$ cat src/rtl/qsa_pkg.sv
package qsa_pkg;
  typedef enum logic [2:0] {
    ST_IDLE, ST_SETUP, ST_HDR, ST_DUMMY, ST_DATA
  } qsa_state_e;

  localparam logic [7:0] CMD_RD = 8'h0B;
  localparam logic [7:0] CMD_WR = 8'h02;
endpackage

$ cat src/rtl/qsa_hdr.sv
module qsa_hdr import qsa_pkg::*; #(
  parameter int LANES  = 4,
  parameter int LINE_W = 8,
  parameter int COL_W  = 8,
  parameter int ADDR_W = 24,
  parameter int HDR_N  = 8,
  parameter int IDX_W  = 3
) (
  input  logic                 we_i,
  input  logic [LINE_W-1:0]    line_i,
  input  logic [IDX_W-1:0]     idx_i,
  output logic [4*LANES-1:0]   bus_o
);
  localparam int HDR_W = 8 + ADDR_W;

  logic [ADDR_W-1:0] addr;
  logic [HDR_W-1:0]  hdr;
  logic [3:0]        nib;

  always_comb begin
    addr = ADDR_W'(line_i) << COL_W;
    hdr  = {(we_i ? CMD_WR : CMD_RD), addr};
    nib  = 4'(hdr >> (4 * (HDR_N - 1 - int'(idx_i))));
  end

  // same nibble on every lane
  for (genvar g = 0; g < LANES; g++) begin : g_lane
    assign bus_o[4*g +: 4] = nib;
  end
endmodule

$ cat src/rtl/qsa_ctrl.sv
module qsa_ctrl import qsa_pkg::*; #(
  parameter int DATA_W  = 16,
  parameter int LEN_W   = 8,
  parameter int LINE_W  = 8,
  parameter int HDR_N   = 8,
  parameter int DUMMY_N = 8,
  parameter int IDX_W   = 3,
  parameter int CNT_W   = 3
) (
  input  logic              clk_i,
  input  logic              rst_ni,
  input  logic              req_i,
  input  logic              we_i,
  input  logic [LINE_W-1:0] line_i,
  input  logic [LEN_W-1:0]  len_i,
  output logic              busy_o,
  output logic              we_o,
  output logic [LINE_W-1:0] line_o,
  output logic [IDX_W-1:0]  hdr_idx_o,
  input  logic [DATA_W-1:0] hdr_bus_i,
  output qsa_state_e        st_o,
  input  logic [DATA_W-1:0] wdata_i,
  input  logic              wvalid_i,
  output logic              wready_o,
  output logic [DATA_W-1:0] rdata_o,
  output logic              rvalid_o,
  input  logic              rready_i,
  output logic              sck_o,
  output logic              cs_no,
  output logic [DATA_W-1:0] dq_o,
  output logic              dq_oe_o,
  input  logic [DATA_W-1:0] dq_i
);
  localparam int WC_W = LEN_W + 1;

  qsa_state_e        st_q;
  logic              req_d, ph_q, we_q, cs_n_q, oe_q, rvalid_q;
  logic [LINE_W-1:0] line_q;
  logic [LEN_W-1:0]  len_q;
  logic [CNT_W-1:0]  cnt_q;
  logic [WC_W-1:0]   wcnt_q, total;
  logic [DATA_W-1:0] dq_q, rdata_q;
  logic              start, last, hdr_end;

  assign total   = WC_W'(len_q) + WC_W'(1);
  assign last    = (wcnt_q == total);
  assign start   = req_i && !req_d;
  assign hdr_end = (cnt_q == CNT_W'(HDR_N - 1));

  assign hdr_idx_o = (st_q == ST_HDR) ? IDX_W'(cnt_q + CNT_W'(1)) : '0;
  assign wready_o  = req_i && ph_q && we_q &&
                     ((st_q == ST_HDR && hdr_end) || (st_q == ST_DATA && !last));

  always_ff @(posedge clk_i or negedge rst_ni) begin
    if (!rst_ni) begin
      st_q <= ST_IDLE; req_d <= 1'b0; ph_q <= 1'b0; we_q <= 1'b0;
      cs_n_q <= 1'b1; oe_q <= 1'b0; rvalid_q <= 1'b0; line_q <= '0;
      len_q <= '0; cnt_q <= '0; wcnt_q <= '0; dq_q <= '0; rdata_q <= '0;
    end else begin
      req_d <= req_i;
      if (rvalid_q && rready_i) rvalid_q <= 1'b0;
      if (st_q != ST_IDLE && !req_i) begin
        st_q <= ST_IDLE; cs_n_q <= 1'b1; oe_q <= 1'b0; ph_q <= 1'b0;
      end else begin
        case (st_q)
          ST_IDLE: if (start) begin
            we_q <= we_i; line_q <= line_i; len_q <= len_i;
            cs_n_q <= 1'b0; st_q <= ST_SETUP;
          end
          ST_SETUP: begin
            dq_q <= hdr_bus_i; oe_q <= 1'b1; cnt_q <= '0;
            wcnt_q <= '0; ph_q <= 1'b0; st_q <= ST_HDR;
          end
          ST_HDR: if (!ph_q) ph_q <= 1'b1;
            else if (!hdr_end) begin
              dq_q <= hdr_bus_i; cnt_q <= cnt_q + CNT_W'(1); ph_q <= 1'b0;
            end else if (!we_q) begin
              oe_q <= 1'b0; cnt_q <= '0; ph_q <= 1'b0; st_q <= ST_DUMMY;
            end else if (wvalid_i) begin
              dq_q <= wdata_i; wcnt_q <= wcnt_q + WC_W'(1);
              ph_q <= 1'b0; st_q <= ST_DATA;
            end
          ST_DUMMY: if (!ph_q) ph_q <= 1'b1;
            else begin
              ph_q <= 1'b0;
              if (cnt_q == CNT_W'(DUMMY_N - 1)) st_q <= ST_DATA;
              else cnt_q <= cnt_q + CNT_W'(1);
            end
          ST_DATA: if (!ph_q) begin
              if (we_q) ph_q <= 1'b1;
              else if (!(rvalid_q && !rready_i)) begin
                // capture on the edge that raises sck
                ph_q <= 1'b1; rdata_q <= dq_i; rvalid_q <= 1'b1;
                wcnt_q <= wcnt_q + WC_W'(1);
              end
            end else if (last) begin
              st_q <= ST_IDLE; cs_n_q <= 1'b1; oe_q <= 1'b0; ph_q <= 1'b0;
            end else if (!we_q) ph_q <= 1'b0;
            else if (wvalid_i) begin
              dq_q <= wdata_i; wcnt_q <= wcnt_q + WC_W'(1); ph_q <= 1'b0;
            end
          default: st_q <= ST_IDLE;
        endcase
      end
    end
  end

  assign busy_o   = (st_q != ST_IDLE);
  assign we_o     = we_q;
  assign line_o   = line_q;
  assign st_o     = st_q;
  assign rdata_o  = rdata_q;
  assign rvalid_o = rvalid_q;
  assign sck_o    = ph_q;
  assign cs_no    = cs_n_q;
  assign dq_o     = dq_q;
  assign dq_oe_o  = oe_q;
endmodule

$ cat src/rtl/qspi_array_streamer.sv
module qspi_array_streamer import qsa_pkg::*; #(
  parameter int LANES   = 4,
  parameter int LINE_W  = 8,
  parameter int COL_W   = 8,
  parameter int ADDR_W  = 24,
  parameter int LEN_W   = 8,
  parameter int DUMMY_N = 8,
  localparam int DATA_W = 4 * LANES
) (
  input  logic              clk_i,
  input  logic              rst_ni,
  input  logic              req_i,
  input  logic              we_i,
  input  logic [LINE_W-1:0] line_i,
  input  logic [LEN_W-1:0]  len_i,
  output logic              busy_o,
  input  logic [DATA_W-1:0] wdata_i,
  input  logic              wvalid_i,
  output logic              wready_o,
  output logic [DATA_W-1:0] rdata_o,
  output logic              rvalid_o,
  input  logic              rready_i,
  output logic              sck_o,
  output logic              cs_no,
  output logic [DATA_W-1:0] dq_o,
  output logic              dq_oe_o,
  input  logic [DATA_W-1:0] dq_i
);
  localparam int HDR_N = (8 + ADDR_W) / 4;
  localparam int IDX_W = $clog2(HDR_N);
  localparam int CNT_MAX = (HDR_N > DUMMY_N) ? HDR_N : DUMMY_N;
  localparam int CNT_W = $clog2(CNT_MAX);

  logic              we_w;
  logic [LINE_W-1:0] line_w;
  logic [IDX_W-1:0]  idx_w;
  logic [DATA_W-1:0] hdr_bus;
  qsa_state_e        st_w;
  logic              in_hdr;

  assign in_hdr = (st_w == ST_HDR);

  qsa_hdr #(
    .LANES(LANES), .LINE_W(LINE_W), .COL_W(COL_W), .ADDR_W(ADDR_W),
    .HDR_N(HDR_N), .IDX_W(IDX_W)
  ) u_hdr (
    .we_i(we_w), .line_i(line_w), .idx_i(idx_w), .bus_o(hdr_bus)
  );

  qsa_ctrl #(
    .DATA_W(DATA_W), .LEN_W(LEN_W), .LINE_W(LINE_W), .HDR_N(HDR_N),
    .DUMMY_N(DUMMY_N), .IDX_W(IDX_W), .CNT_W(CNT_W)
  ) u_ctrl (
    .clk_i, .rst_ni, .req_i, .we_i, .line_i, .len_i, .busy_o,
    .we_o(we_w), .line_o(line_w), .hdr_idx_o(idx_w), .hdr_bus_i(hdr_bus),
    .st_o(st_w), .wdata_i, .wvalid_i, .wready_o, .rdata_o, .rvalid_o,
    .rready_i, .sck_o, .cs_no, .dq_o, .dq_oe_o, .dq_i
  );
endmodule

$ cat config.mk
export PLATFORM = sky130hd
export DESIGN_NAME = qspi_array_streamer
export DESIGN_NICKNAME = d
export VERILOG_FILES = /design/src/rtl/qsa_pkg.sv /design/src/rtl/qsa_hdr.sv /design/src/rtl/qsa_ctrl.sv /design/src/rtl/qspi_array_streamer.sv
export SDC_FILE = /design/constraint.sdc
export NUM_CORES = 1
export LEC_CHECK = 0
export BUFFER_PORTS_ARGS = -buffer_cell sky130_fd_sc_hd__clkbuf_2
export CAP_MARGIN = 20
export CORE_UTILIZATION = 30
export CTS_CLUSTER_SIZE = 25
export DETAILED_ROUTE_END_ITERATION = 6
export PLACE_DENSITY_LB_ADDON = 0.3
export SLEW_MARGIN = 40
export SYNTH_ARGS = -nofsm -noshare
export SYNTH_HDL_FRONTEND = slang
export SYNTH_SLANG_ARGS = --single-unit
$ cat constraint.sdc
create_clock -name clk_i -period 2.64 [get_ports clk_i]
set_input_delay 0.528 -clock clk_i [delete_from_list [all_inputs] [get_ports clk_i]]
set_output_delay 0.528 -clock clk_i [all_outputs]
set_load 0.02 [all_outputs]
### Word level (Yosys, flattened, before mapping)

Index checks and enable logic that the tools add are counted.

| word-level totals | value |
|---|---|
| flip-flop bits (word level) | 69 |
| output and inout bits | 38 |
| logic and storage cells | 140 |

| cells by class | value |
|---|---|
| add/subtract/negate cells | 4 |
| eq/ne operators | 25 |
| shifts and indexed selects | 1 |
| mux-type cells | 64 |
| bitwise operators | 4 |
| reductions and logical operators | 29 |

Operators by type and width:

| cell | count |
|---|---|
| $mux W16 | 6 |
| $mux W9 | 8 |
| $mux W3 | 16 |
| $pmux W16 S3 | 1 |
| $shr A28 B32 Y4 | 1 |
| $pmux W9 S3 | 1 |
| $mux W1 | 26 |
| $ne A3 B1 Y1 const B | 5 |
| $pmux W3 S5 | 1 |
| $ne A3 B2 Y1 const B | 4 |
| $reduce_and A6 Y1 | 2 |
| $reduce_bool A3 Y1 | 4 |
| $reduce_and A5 Y1 | 2 |
| $add A8 B1 Y9 const B | 1 |
| $add A9 B1 Y9 const B | 1 |
| $eq A9 B9 Y1 | 1 |
| $logic_and A1 B1 Y1 | 9 |
| $ne A3 B3 Y1 const B | 3 |
| $pmux W3 S3 | 1 |
| $ne A2 B1 Y1 const B | 4 |
| $reduce_and A8 Y1 | 1 |
| $reduce_and A7 Y1 | 1 |
| $eq A3 B2 Y1 const B | 2 |
| $eq A3 B3 Y1 const B | 2 |
| other kinds (17) | 24 |

### Depth between registers and ports, before layout

Gate-level depths: netlist of run 1.

| depth | value |
|---|---|
| word-level depth | 7 |
| depth in mapped cells | 9 |
| gate-level depth less buffers | 9 |

### Modules after synthesis

A second synthesis of run 1 with hierarchy kept.

| unflattened totals | value |
|---|---|
| cell total of the unflattened synthesis | 405 |
| area, all modules | 3997.6 µm² |

By module, submodules not included:

| module | times used | cells each | area an instance (µm²) |
|---|---|---|---|
| qsa_ctrl | 1 | 380 | 3826.2 |
| qsa_hdr | 1 | 25 | 171.4 |

### Worst setup path after synthesis of run 1

Ideal clock, no wire load.

| timing | value |
|---|---|
| path type | register -> output |
| from | register u_ctrl.len_q[0] |
| to | output port wready_o |
| arrival | 2.137 ns |
| data required time | 2.112 ns |
| setup slack | -0.025 ns |
| cell stages (with the launch flop) | 9 |
| buffers on the path | 0 |
| path through | dfrtp_1 > ha_1 > and2_1 > a211o_1 > a31oi_1 > a31oi_2 > nand2_1 > a22oi_1 > nor4_1 |

| between the ends | value |
|---|---|
| longest elaborated chain between the ends | 6 |

RTL lines:

| what | RTL line | source |
|---|---|---|
| start, declared | qsa_ctrl.sv:39 | `logic [LEN_W-1:0] len_q;` |
| start signal, assigned | qsa_ctrl.sv:67 | `we_q <= we_i; line_q <= line_i; len_q <= len_i;` |
| $add A8 B1 Y9 | qsa_ctrl.sv:45 | `assign total = WC_W'(len_q) + WC_W'(1);` |
| $eq A9 B9 Y1 | qsa_ctrl.sv:46 | `assign last = (wcnt_q == total);` |
| $logic_not A1 Y1 | qsa_ctrl.sv:52 | `((st_q == ST_HDR && hdr_end) \|\| (st_q == ST_DATA && !last));` |
| $logic_and A1 B1 Y1 | qsa_ctrl.sv:52 |  |
| $logic_or A1 B1 Y1 | qsa_ctrl.sv:52 |  |
| $logic_and A1 B1 Y1 | qsa_ctrl.sv:51 | `assign wready_o = req_i && ph_q && we_q &&` |
| end, declared | qspi_array_streamer.sv:19 | `output logic wready_o,` |

No other way between the ends.

### Worst setup path in the final report of run 1

Ends and elaborated chain as after synthesis.

==> reports/summary.md, run 1 <==
Power density of the placed cells: 676 nW/um^2. Worst-skew pair later-pin latency: 0.33 ns. The arrival time of the worst setup path was 2.36 ns; the number of antenna repair diodes was 0. The die covers 12300 um^2. After detailed placement, the design holds a cell count of 577.

The final setup violation count is 1. The final layout contains 504 nets. The run gives 0 as the count of antenna-violating nets left after detailed routing. The sequential cells in the finished layout cover a total of 1730 um^2.

Relative to the synthesized area, the layout overhead comes to 30.4%. For this run, the leading register cell type out of synthesis is sky130_fd_sc_hd__dfrtp_1. Counting flops with a built-in enable in the synthesized netlist gives 0. Clock skew on the completed layout was measured at 0.00749 ns. For the number of distinct standard cells referenced by the synthesized netlist, the log shows 53. The run gives 48.5% as the sequential share of the synthesized area. The number of remaining DRC errors was 0.

Summed over all cells, the static leakage comes to 2.17 nW. The area taken by multi-input logic gates was 1740 um^2. After synthesis, the mean cell area works out to 10.5 um^2. Registers are responsible for 41.4% of the overall power.

For the number of standard-cell rows in the floorplan, the log shows 39. The category of the worst setup path launch point is a register. Synthesis inferred 69 register bits.

The tools report the critical path capture point type as a primary output. The top cell type by area accounts for 47.8% of the synthesized area. The tools report the total core area as 11500 um^2. The floorplan step set the die width to 111 um.

Internal power comes to 2.21 mW. The checks that failed: negative setup slack. In the final layout, the share of cells above drive strength 1 is 39.7%. The commonest cells after synthesis are 68 x sky130_fd_sc_hd__dfrtp_1, 36 x sky130_fd_sc_hd__mux2_2, 30 x sky130_fd_sc_hd__a21oi_1. The relative contribution of combinational cells to total power was 19.8%; the worst slew margin relative to its limit was 58.5%. In the final routed layout, each cell accounts on average for 15.2 um.

Port buffering added 91 buffers. The clock transition at the registers of the reported paths works out to 0.06 ns. Cell at the root of the clock tree: sky130_fd_sc_hd__clkbuf_16.

The required arrival time at the worst endpoint was 2.11 ns. Via count of the first global-routing pass: 3058. The number of slew-limit violations in the final report was 0. Setup repair after global routing could not meet its margin everywhere. For this design the top-level I/O count stands at 92.

In this run switching power makes up 29.6% of total power. The tools report the number of standard cells in the final layout excluding fillers as 594. TritonCTS built the clock tree.

The share of flip-flops with an asynchronous set or reset after synthesis works out to 100%. For the pin with the worst max-slew slack, the measured transition is 0.622 ns. The number of hold violations in the final report is 0. By area the synthesized netlist is led by sky130_fd_sc_hd__dfrtp_1 48%, sky130_fd_sc_hd__mux2_2 11%, sky130_fd_sc_hd__o2bb2ai_1 4.7%, sky130_fd_sc_hd__a21oi_1 4.2%, sky130_fd_sc_hd__nor2_1 2.2%. The share of total power dissipated in the clock network is 38.7%. Max-cap violations in this run came to 0. The worst hold-check path type was in -> async.

The final worst setup slack came out at -0.246 ns. For this design the total switching power over the nets is 0.930 mW. The logs give 0.847 for the final weighted congestion of routability-driven global placement and 69 for the clock net sink count. The maximum vdd drop came out at 292 uV.

The routed layout has 3087 vias. The maximum fanout count along the critical path is 2. From bottom edge to top edge, the die measures 111 um. By startpoint and endpoint, the worst setup path is classified as reg -> out. In the routed layout, each cell is associated on average with a via count of 5.20.

The number of antenna violations at the first check in global routing was 0; the number of buffers created by CTS was 9. Residual overflow from global routing: 0. Of all cell types, the one taking the most synthesized area is sky130_fd_sc_hd__dfrtp_1.

The logs give 397 for the net count after synthesis and 45 for the maximum number of pins on one net before global-route repair. For this configuration, the core starts out at a cell density of 31.0%. In this run the number of H-tree levels came out at 3. Detailed placement ended at an HPWL of 6.51 mm. The pre-antenna-repair detailed-routing pass consisted of 4 iterations.

After the first detailed-routing iteration, the DRC count stood at 158. The routed design could run at a clock period as short as 2.89 ns. The routed wire length was 9.02 mm; the Yosys warning count was 0. The first global-routing pass estimated 15.1 mm of wire. Based on the critical path, the design can be clocked at up to 0.347 GHz.

The run finished, with violations left. Dividing the final minimum period by the clock period gives 109%. The logs give 15.2% for the aggregate global-route resource usage and 2 for the number of buffers on the longest clock path. The number of instances in the synthesized netlist is 339. The run gives 3.14 mW as the final total power.

The mapped netlist covers 3560 um^2. After routing, the total negative slack on setup checks comes to -0.246 ns. Across all hold checks on the routed design, the worst slack comes to 0.213 ns. Most common cell in the synthesized netlist: sky130_fd_sc_hd__dfrtp_1.

For the filler cell count in the final layout, the log shows 1110. Buffers inserted to repair hold after CTS numbered 0.
-- per-layer routing --
| metal | share of wire, % | global-route usage [%] | routed length (um) |
|---|---|---|---|
| met5 | 0 | 0 | 0 |
| met4 | 1.4 | 5.60 | 130 |
| met3 | 6.6 | 4.32 | 599 |
| met2 | 46 | 23.4 | 4110 |
| met1 | 46 | 20.2 | 4180 |
-- cells by family after synthesis --
family / synth area share, %
flops: 48.5
mux: 11.7
simple gates: 14.6
fa+ha+maj: 1.41
buf+inv: 3.20
xor+xnor: 1.72
compound gates: 18.9
-- cell type report --
class	count	area share, %
Clock inverter	6	1.56
Timing Repair Buffer	112	14.0
Multi-Input combinational cell	242	37.5
Sequential cell	69	37.2
Inverter	12	0.970
Clock buffer	10	4.93
Tap cell	143	3.85
-- sequential cells by signal (all words and copies together), names as in the netlist --
signal and count:
u_ctrl.req_d 1, u_ctrl.we_o 1, u_ctrl.rdata_o 16, u_ctrl.dq_oe_o 1, u_ctrl.cnt_q 3, u_ctrl.wcnt_q 9, u_ctrl.st_o 3, u_ctrl.cs_no 1
u_ctrl.sck_o 1, u_ctrl.rvalid_o 1, u_ctrl.dq_o 16, u_ctrl.len_q 8, u_ctrl.line_o 8
-- through the flow --
step | setup WS, ns | cell area [um^2] | utilization (%)
finish | -0.246 | 4640 | 40.5
global route | -0.322 | 4640 | 40.5
CTS | -0.217 | 4640 | 40.4
detailed placement | -0.00909 | 4320 | 37.7
global placement | -0.00212 | 4320 | 37.7
floorplan | 0.132 | 3570 | -
-- worst max-delay path, stage by stage, from the launching register on --
cell and delay, ns:
sky130_fd_sc_hd__dfrtp_1 0.38, sky130_fd_sc_hd__ha_1 0.30, sky130_fd_sc_hd__xnor2_1 0.13, sky130_fd_sc_hd__o221ai_1 0.12, sky130_fd_sc_hd__a211o_1 0.28, sky130_fd_sc_hd__nor4b_4 0.26, sky130_fd_sc_hd__nand2_1 0.15, sky130_fd_sc_hd__a22oi_2 0.20
sky130_fd_sc_hd__nor4_2 0.06, sky130_fd_sc_hd__clkbuf_2 0.15
-- repair_timing --
| action | in CTS | in global routing |
|---|---|---|
| endpoints found under the setup margin | 1 | 26 |
| setup buffers | 1 | 0 |
| resized for setup | 1 | 1 |
| pin swaps | 3 | 0 |
-- final timing paths --
| kind | endpoint | startpoint | depth (start not counted) | slack, ns |
|---|---|---|---|---|
| max | wready_o | u_ctrl.len_q[0]$_DFFE_PN0P_ | 9 | -0.25 |
| min | u_ctrl.rdata_o[13]$_DFFE_PN0P_ | rst_ni | 1 | 0.21 |
| max reg2reg | u_ctrl.wcnt_q[7]$_DFFE_PN0P_ | u_ctrl.len_q[0]$_DFFE_PN0P_ | 9 | 0.08 |
| min reg2reg | u_ctrl.dq_o[2]$_DFFE_PN0P_ | u_ctrl.dq_o[2]$_DFFE_PN0P_ | 1 | 0.49 |
| max in group asynchronous | u_ctrl.cs_no$_DFFE_PN1P_ | rst_ni | 2 | 1.71 |
| min in group clk_i | u_ctrl.rdata_o[14]$_DFFE_PN0P_ | dq_i[14] | 2 | 0.43 |
-- power by group through the flow --
| stage | clock network (mW) | logic, mW | registers, mW |
|---|---|---|---|
| after CTS | 1.25 | 0.631 | 1.30 |
| after global routing | 1.29 | 0.685 | 1.32 |
| final | 1.22 | 0.623 | 1.30 |
| after floorplan | 0 | 0.385 | 1.31 |
| after global placement | 0 | 0.615 | 1.31 |
| after detailed placement | 0 | 0.625 | 1.32 |
-- cell usage in the layout (no fill, tap or decap), drive strengths merged, types with 2 or more instances in the layout --
master / netlist / layout
a21o: 2 / 2
o21ai: 16 / 16
nor2b: 6 / 6
o41ai: 2 / 2
xnor2: 6 / 6
nand4: 4 / 4
and3: 2 / 2
clkbuf: 9 / 100
clkinv: 0 / 3
a211o: 2 / 2
nand2b: 6 / 6
a21oi: 30 / 30
nor4: 2 / 2
nand3: 13 / 13
o31ai: 3 / 3
o2bb2ai: 19 / 19
a22oi: 5 / 5
nand2: 18 / 18
a31oi: 4 / 4
inv: 12 / 13
nor2: 21 / 21
mux2: 36 / 36
or2: 2 / 2
a41o: 2 / 2
dfrtp: 68 / 68
a2bb2oi: 2 / 2
buf: 7 / 22
a211oi: 2 / 2
and2: 2 / 2
nor3: 10 / 10
or3: 7 / 7
ha: 4 / 4
No activity file was read; power rests on OpenSTA's default activity.
==> inputs of run 2 (changes only) <==
--- a/config.mk
+++ b/config.mk
@@ -11,6 +11,7 @@
 export CTS_CLUSTER_SIZE = 25
 export DETAILED_ROUTE_END_ITERATION = 6
 export PLACE_DENSITY_LB_ADDON = 0.3
+export RECOVER_POWER = 50
 export SLEW_MARGIN = 40
 export SYNTH_ARGS = -nofsm -noshare
 export SYNTH_HDL_FRONTEND = slang
==> run 2 against run 1 <==
Net effect: the flow still finishes with violations (negative setup slack); final cell count is the same; critical path depth stayed put; clock power barely moved; non-clock buffer count unchanged; worst hold slack better by 0.21 ns; utilization is 0.36 points lower; fmax decreased by 0.13%; setup slack got worse by 0.0036 ns; power decreased by 0.22%; clock skew about the same; largest cell class unchanged; largest power group unchanged.
==> reports/summary.md, run 2 (synthesized netlist as in run 1, its figures left out) <==
Required arrival time at the worst endpoint: 2.11 ns (about the same). The startpoint identified for the worst register-to-register timing path is u_ctrl.len_q[0]$_DFFE_PN0P_. The die footprint is 12300 um^2 (unchanged).

The chip width is 111 um (unchanged). Worst setup slack before clock tree synthesis: -0.00909 ns (unchanged). The worst clock skew was 0.00750 ns (+0.0000138 ns); the transition time at the pin with the least slew margin was 1.40 ns (+0.775 ns). The logs give 3058 (unchanged) for the via count of the first global-routing pass and 0.08 ns (about the same) for the worst setup slack for register-to-register paths. The critical path in this run is classified as reg -> out. The tools report the area taken by multi-input logic gates as 1740 um^2 (unchanged). The tools report the worst-skew pair later-pin latency as 0.33 ns (about the same).

The root buffer cell chosen for the clock tree is sky130_fd_sc_hd__clkbuf_16. The maximum vdd drop came out at 292 uV (about the same). The fraction of the cycle the final worst path needs is 109% (+0.14 points). The synthesis-to-layout area growth was 29.3%; the count of antenna-violating nets left after detailed routing was 0 (unchanged).

The number of buffers on the longest clock path is 2 (unchanged), and the number of antenna repair diodes is 0 (unchanged). The total instance count after detailed placement came out at 577 (unchanged). The logs give 1122 (+1.1%) for the filler cell count in the final layout and 92 (unchanged) for the number of primary I/O pins.

The via count was 3102 (+0.49%); the quantity of hold-fixing buffers added after cts was 0 (unchanged). The tools report the worst hold path startpoint as dq_i[14]. The final worst setup slack is -0.249 ns (-0.00362 ns), and the first-pass GRT wire length is 15.1 mm (unchanged). The aggregate global-route resource usage was 15.2% (unchanged).

The initial standard-cell utilization of the core was 31.0% (unchanged); the clock transition at the registers of the reported paths was 0.06 ns (about the same). The run gives 159 (+0.63%) as the number of DRC markers in iteration 0. Setup repair after global routing could not meet its margin everywhere.

Final period demand of the worst path: 2.89 ns (+0.00362 ns). The die span in y came out at 111 um (unchanged). The part of the power in registers was 41.5% (about the same); the number of antenna violations at the first check in global routing was 0 (unchanged).

Fraction of layout cells with a size suffix above 1: 35.5% (-4.2 points). The internal power was 2.20 mW (-0.33%); the number of buffers created by CTS was 9 (unchanged). The worst hold path was traced through 2 stages.

The number of hold violations in the final report was 0 (unchanged); the clock net sink count was 69 (unchanged). For the number of remaining DRC errors, the log shows 0 (unchanged). The register area is 1730 um^2 (unchanged), and the residual overflow from global routing is 0 (unchanged).

The logs give 40.1% (-0.36 points) for the utilization after layout and 1 (unchanged) for the final setup violation count. The final reports fail on negative setup slack. The power density of the placed cells is 681 nW/um^2 (+0.68%), and the number of standard cells in the final layout excluding fillers is 594 (unchanged). The via density per instance was 5.22 (+0.49%). The run gives 2.36 ns (about the same) as the arrival time of the worst setup path. Leakage power figure: 2.10 nW (-3.2%). The run finished, with violations left. For the reported net switching power, the log shows 0.930 mW (about the same). Worst hold-check path type: in -> reg.

The routed wire length was 9.03 mm (about the same); the reported max-cap violation count was 0 (unchanged). The worst register-to-register path ends at u_ctrl.wcnt_q[7]$_DFFE_PN0P_. The average routed wire per standard cell was 15.2 um (about the same).

The maximum clock frequency was 0.346 GHz (-0.13%); the count of port buffers added during placement was 91 (unchanged). The critical path capture point type is a primary output. For the relative contribution of the clock network to total power, the log shows 38.9% (+0.2 points). The worst hold path terminates at u_ctrl.rdata_o[14]$_DFFE_PN0P_. The library cell used most frequently in the layout, excluding fill and tap cells, is sky130_fd_sc_hd__clkbuf_2. The sum of net half-perimeters after detailed placement is 6.51 mm (unchanged), and the worst-case reg-to-reg path depth is 9 (unchanged). The number of standard-cell rows in the floorplan came out at 39 (unchanged). The library cells used most frequently in the layout, excluding fill and tap cells, are 73 x sky130_fd_sc_hd__clkbuf_2, 68 x sky130_fd_sc_hd__dfrtp_1, 36 x sky130_fd_sc_hd__mux2_2, 30 x sky130_fd_sc_hd__a21oi_1, 21 x sky130_fd_sc_hd__nor2_1. Number of slew-limit violations in the final report: 0 (unchanged). The category of the worst setup path launch point is a register. The maximum number of pins on one net before global-route repair is 45 (unchanged), and the number of nets in the final layout is 504 (unchanged). Total core area: 11500 um^2 (unchanged). TritonCTS built the clock tree.

The maximum fanout count along the critical path works out to 2 (unchanged). Final weighted congestion of routability-driven global placement: 0.847 (unchanged). Relative contribution of combinational cells to total power: 19.6% (-0.2 points).

The H-tree depth reported by CTS came out at 3 (unchanged). The worst slew margin relative to its limit was 6.89% (-52 points); the number of iterations in the first detailed-routing pass was 4 (unchanged). The fraction of power spent switching nets is 29.7% (+0.080 points).
## run 2: cell count changes in the layout (fill, tap and decap cells not counted)
cell	change
sky130_fd_sc_hd__buf_4	-1
sky130_fd_sc_hd__clkbuf_2	-17
sky130_fd_sc_hd__buf_12	-1
sky130_fd_sc_hd__clkbuf_1	+19
## run 2: worst max-delay path by stage
stage	slack (ns)	endpoint	cells after the start	from
after floorplan	0.13	wready_o	8	u_ctrl.len_q[0]$_DFFE_PN0P_
after global placement	-0.002	wready_o	9	u_ctrl.len_q[0]$_DFFE_PN0P_
after detailed placement	-0.009	wready_o	9	u_ctrl.len_q[0]$_DFFE_PN0P_
after CTS	-0.22	wready_o	9	u_ctrl.len_q[0]$_DFFE_PN0P_
after global routing	-0.32	wready_o	9	u_ctrl.len_q[0]$_DFFE_PN0P_
final	-0.25	wready_o	9	u_ctrl.len_q[0]$_DFFE_PN0P_
## run 2: layer usage
metal	GRT usage, %	vias to the layer above	share of wire [%]
met3	4.32	15	6.8
met1	20.2	1511	46
met2	23.4	104	45
met4	5.60	0	1.7
li1	-	1472	-
met5	0	-	0
## run 2: layout make-up
| cell class | count | share of cell area, % |
|---|---|---|
| Multi-Input combinational cell | 242 | 37.8 |
| Inverter | 12 | 0.979 |
| Clock buffer | 10 | 4.98 |
| Clock inverter | 6 | 1.58 |
| Timing Repair Buffer | 112 | 13.2 |
| Sequential cell | 69 | 37.5 |
| Tap cell | 143 | 3.89 |
## run 2: what timing repair did
action / in CTS / in global routing
setup endpoints to repair: 1 / 26
gates resized for setup: 1 / 1
pin swaps: 3 / 0
setup buffers: 1 / 0
## run 2: power groups by stage
stage / sequential, mW / clock [mW] / combinational [mW]
after global placement: 1.31 / 0 / 0.615
final: 1.30 / 1.22 / 0.615
after CTS: 1.30 / 1.25 / 0.631
after floorplan: 1.31 / 0 / 0.385
after global routing: 1.32 / 1.29 / 0.677
after detailed placement: 1.32 / 0 / 0.625
## run 2: metrics by stage
step / TNS [ns] / hold WS (ns) / instance area [um^2] / power (mW)
2_1_floorplan: 0 / 0.232 / 3570 / 1.70
3_3_place_gp: -0.00212 / 0.473 / 4320 / 1.92
3_5_place_dp: -0.00909 / 0.476 / 4320 / 1.94
4_1_cts: -0.217 / 0.229 / 4640 / 3.18
5_1_grt: -2.46 / 0.416 / 4600 / 3.29
6_report: -0.249 / 0.425 / 4600 / 3.13
## run 2: worst max-delay path: stages, from the launching register on
cell and delay [ns]:
sky130_fd_sc_hd__dfrtp_1 0.38, sky130_fd_sc_hd__ha_1 0.30, sky130_fd_sc_hd__xnor2_1 0.13, sky130_fd_sc_hd__o221ai_1 0.12, sky130_fd_sc_hd__a211o_1 0.28, sky130_fd_sc_hd__nor4b_4 0.27, sky130_fd_sc_hd__nand2_1 0.15, sky130_fd_sc_hd__a22oi_2 0.20
sky130_fd_sc_hd__nor4_2 0.06, sky130_fd_sc_hd__clkbuf_2 0.15
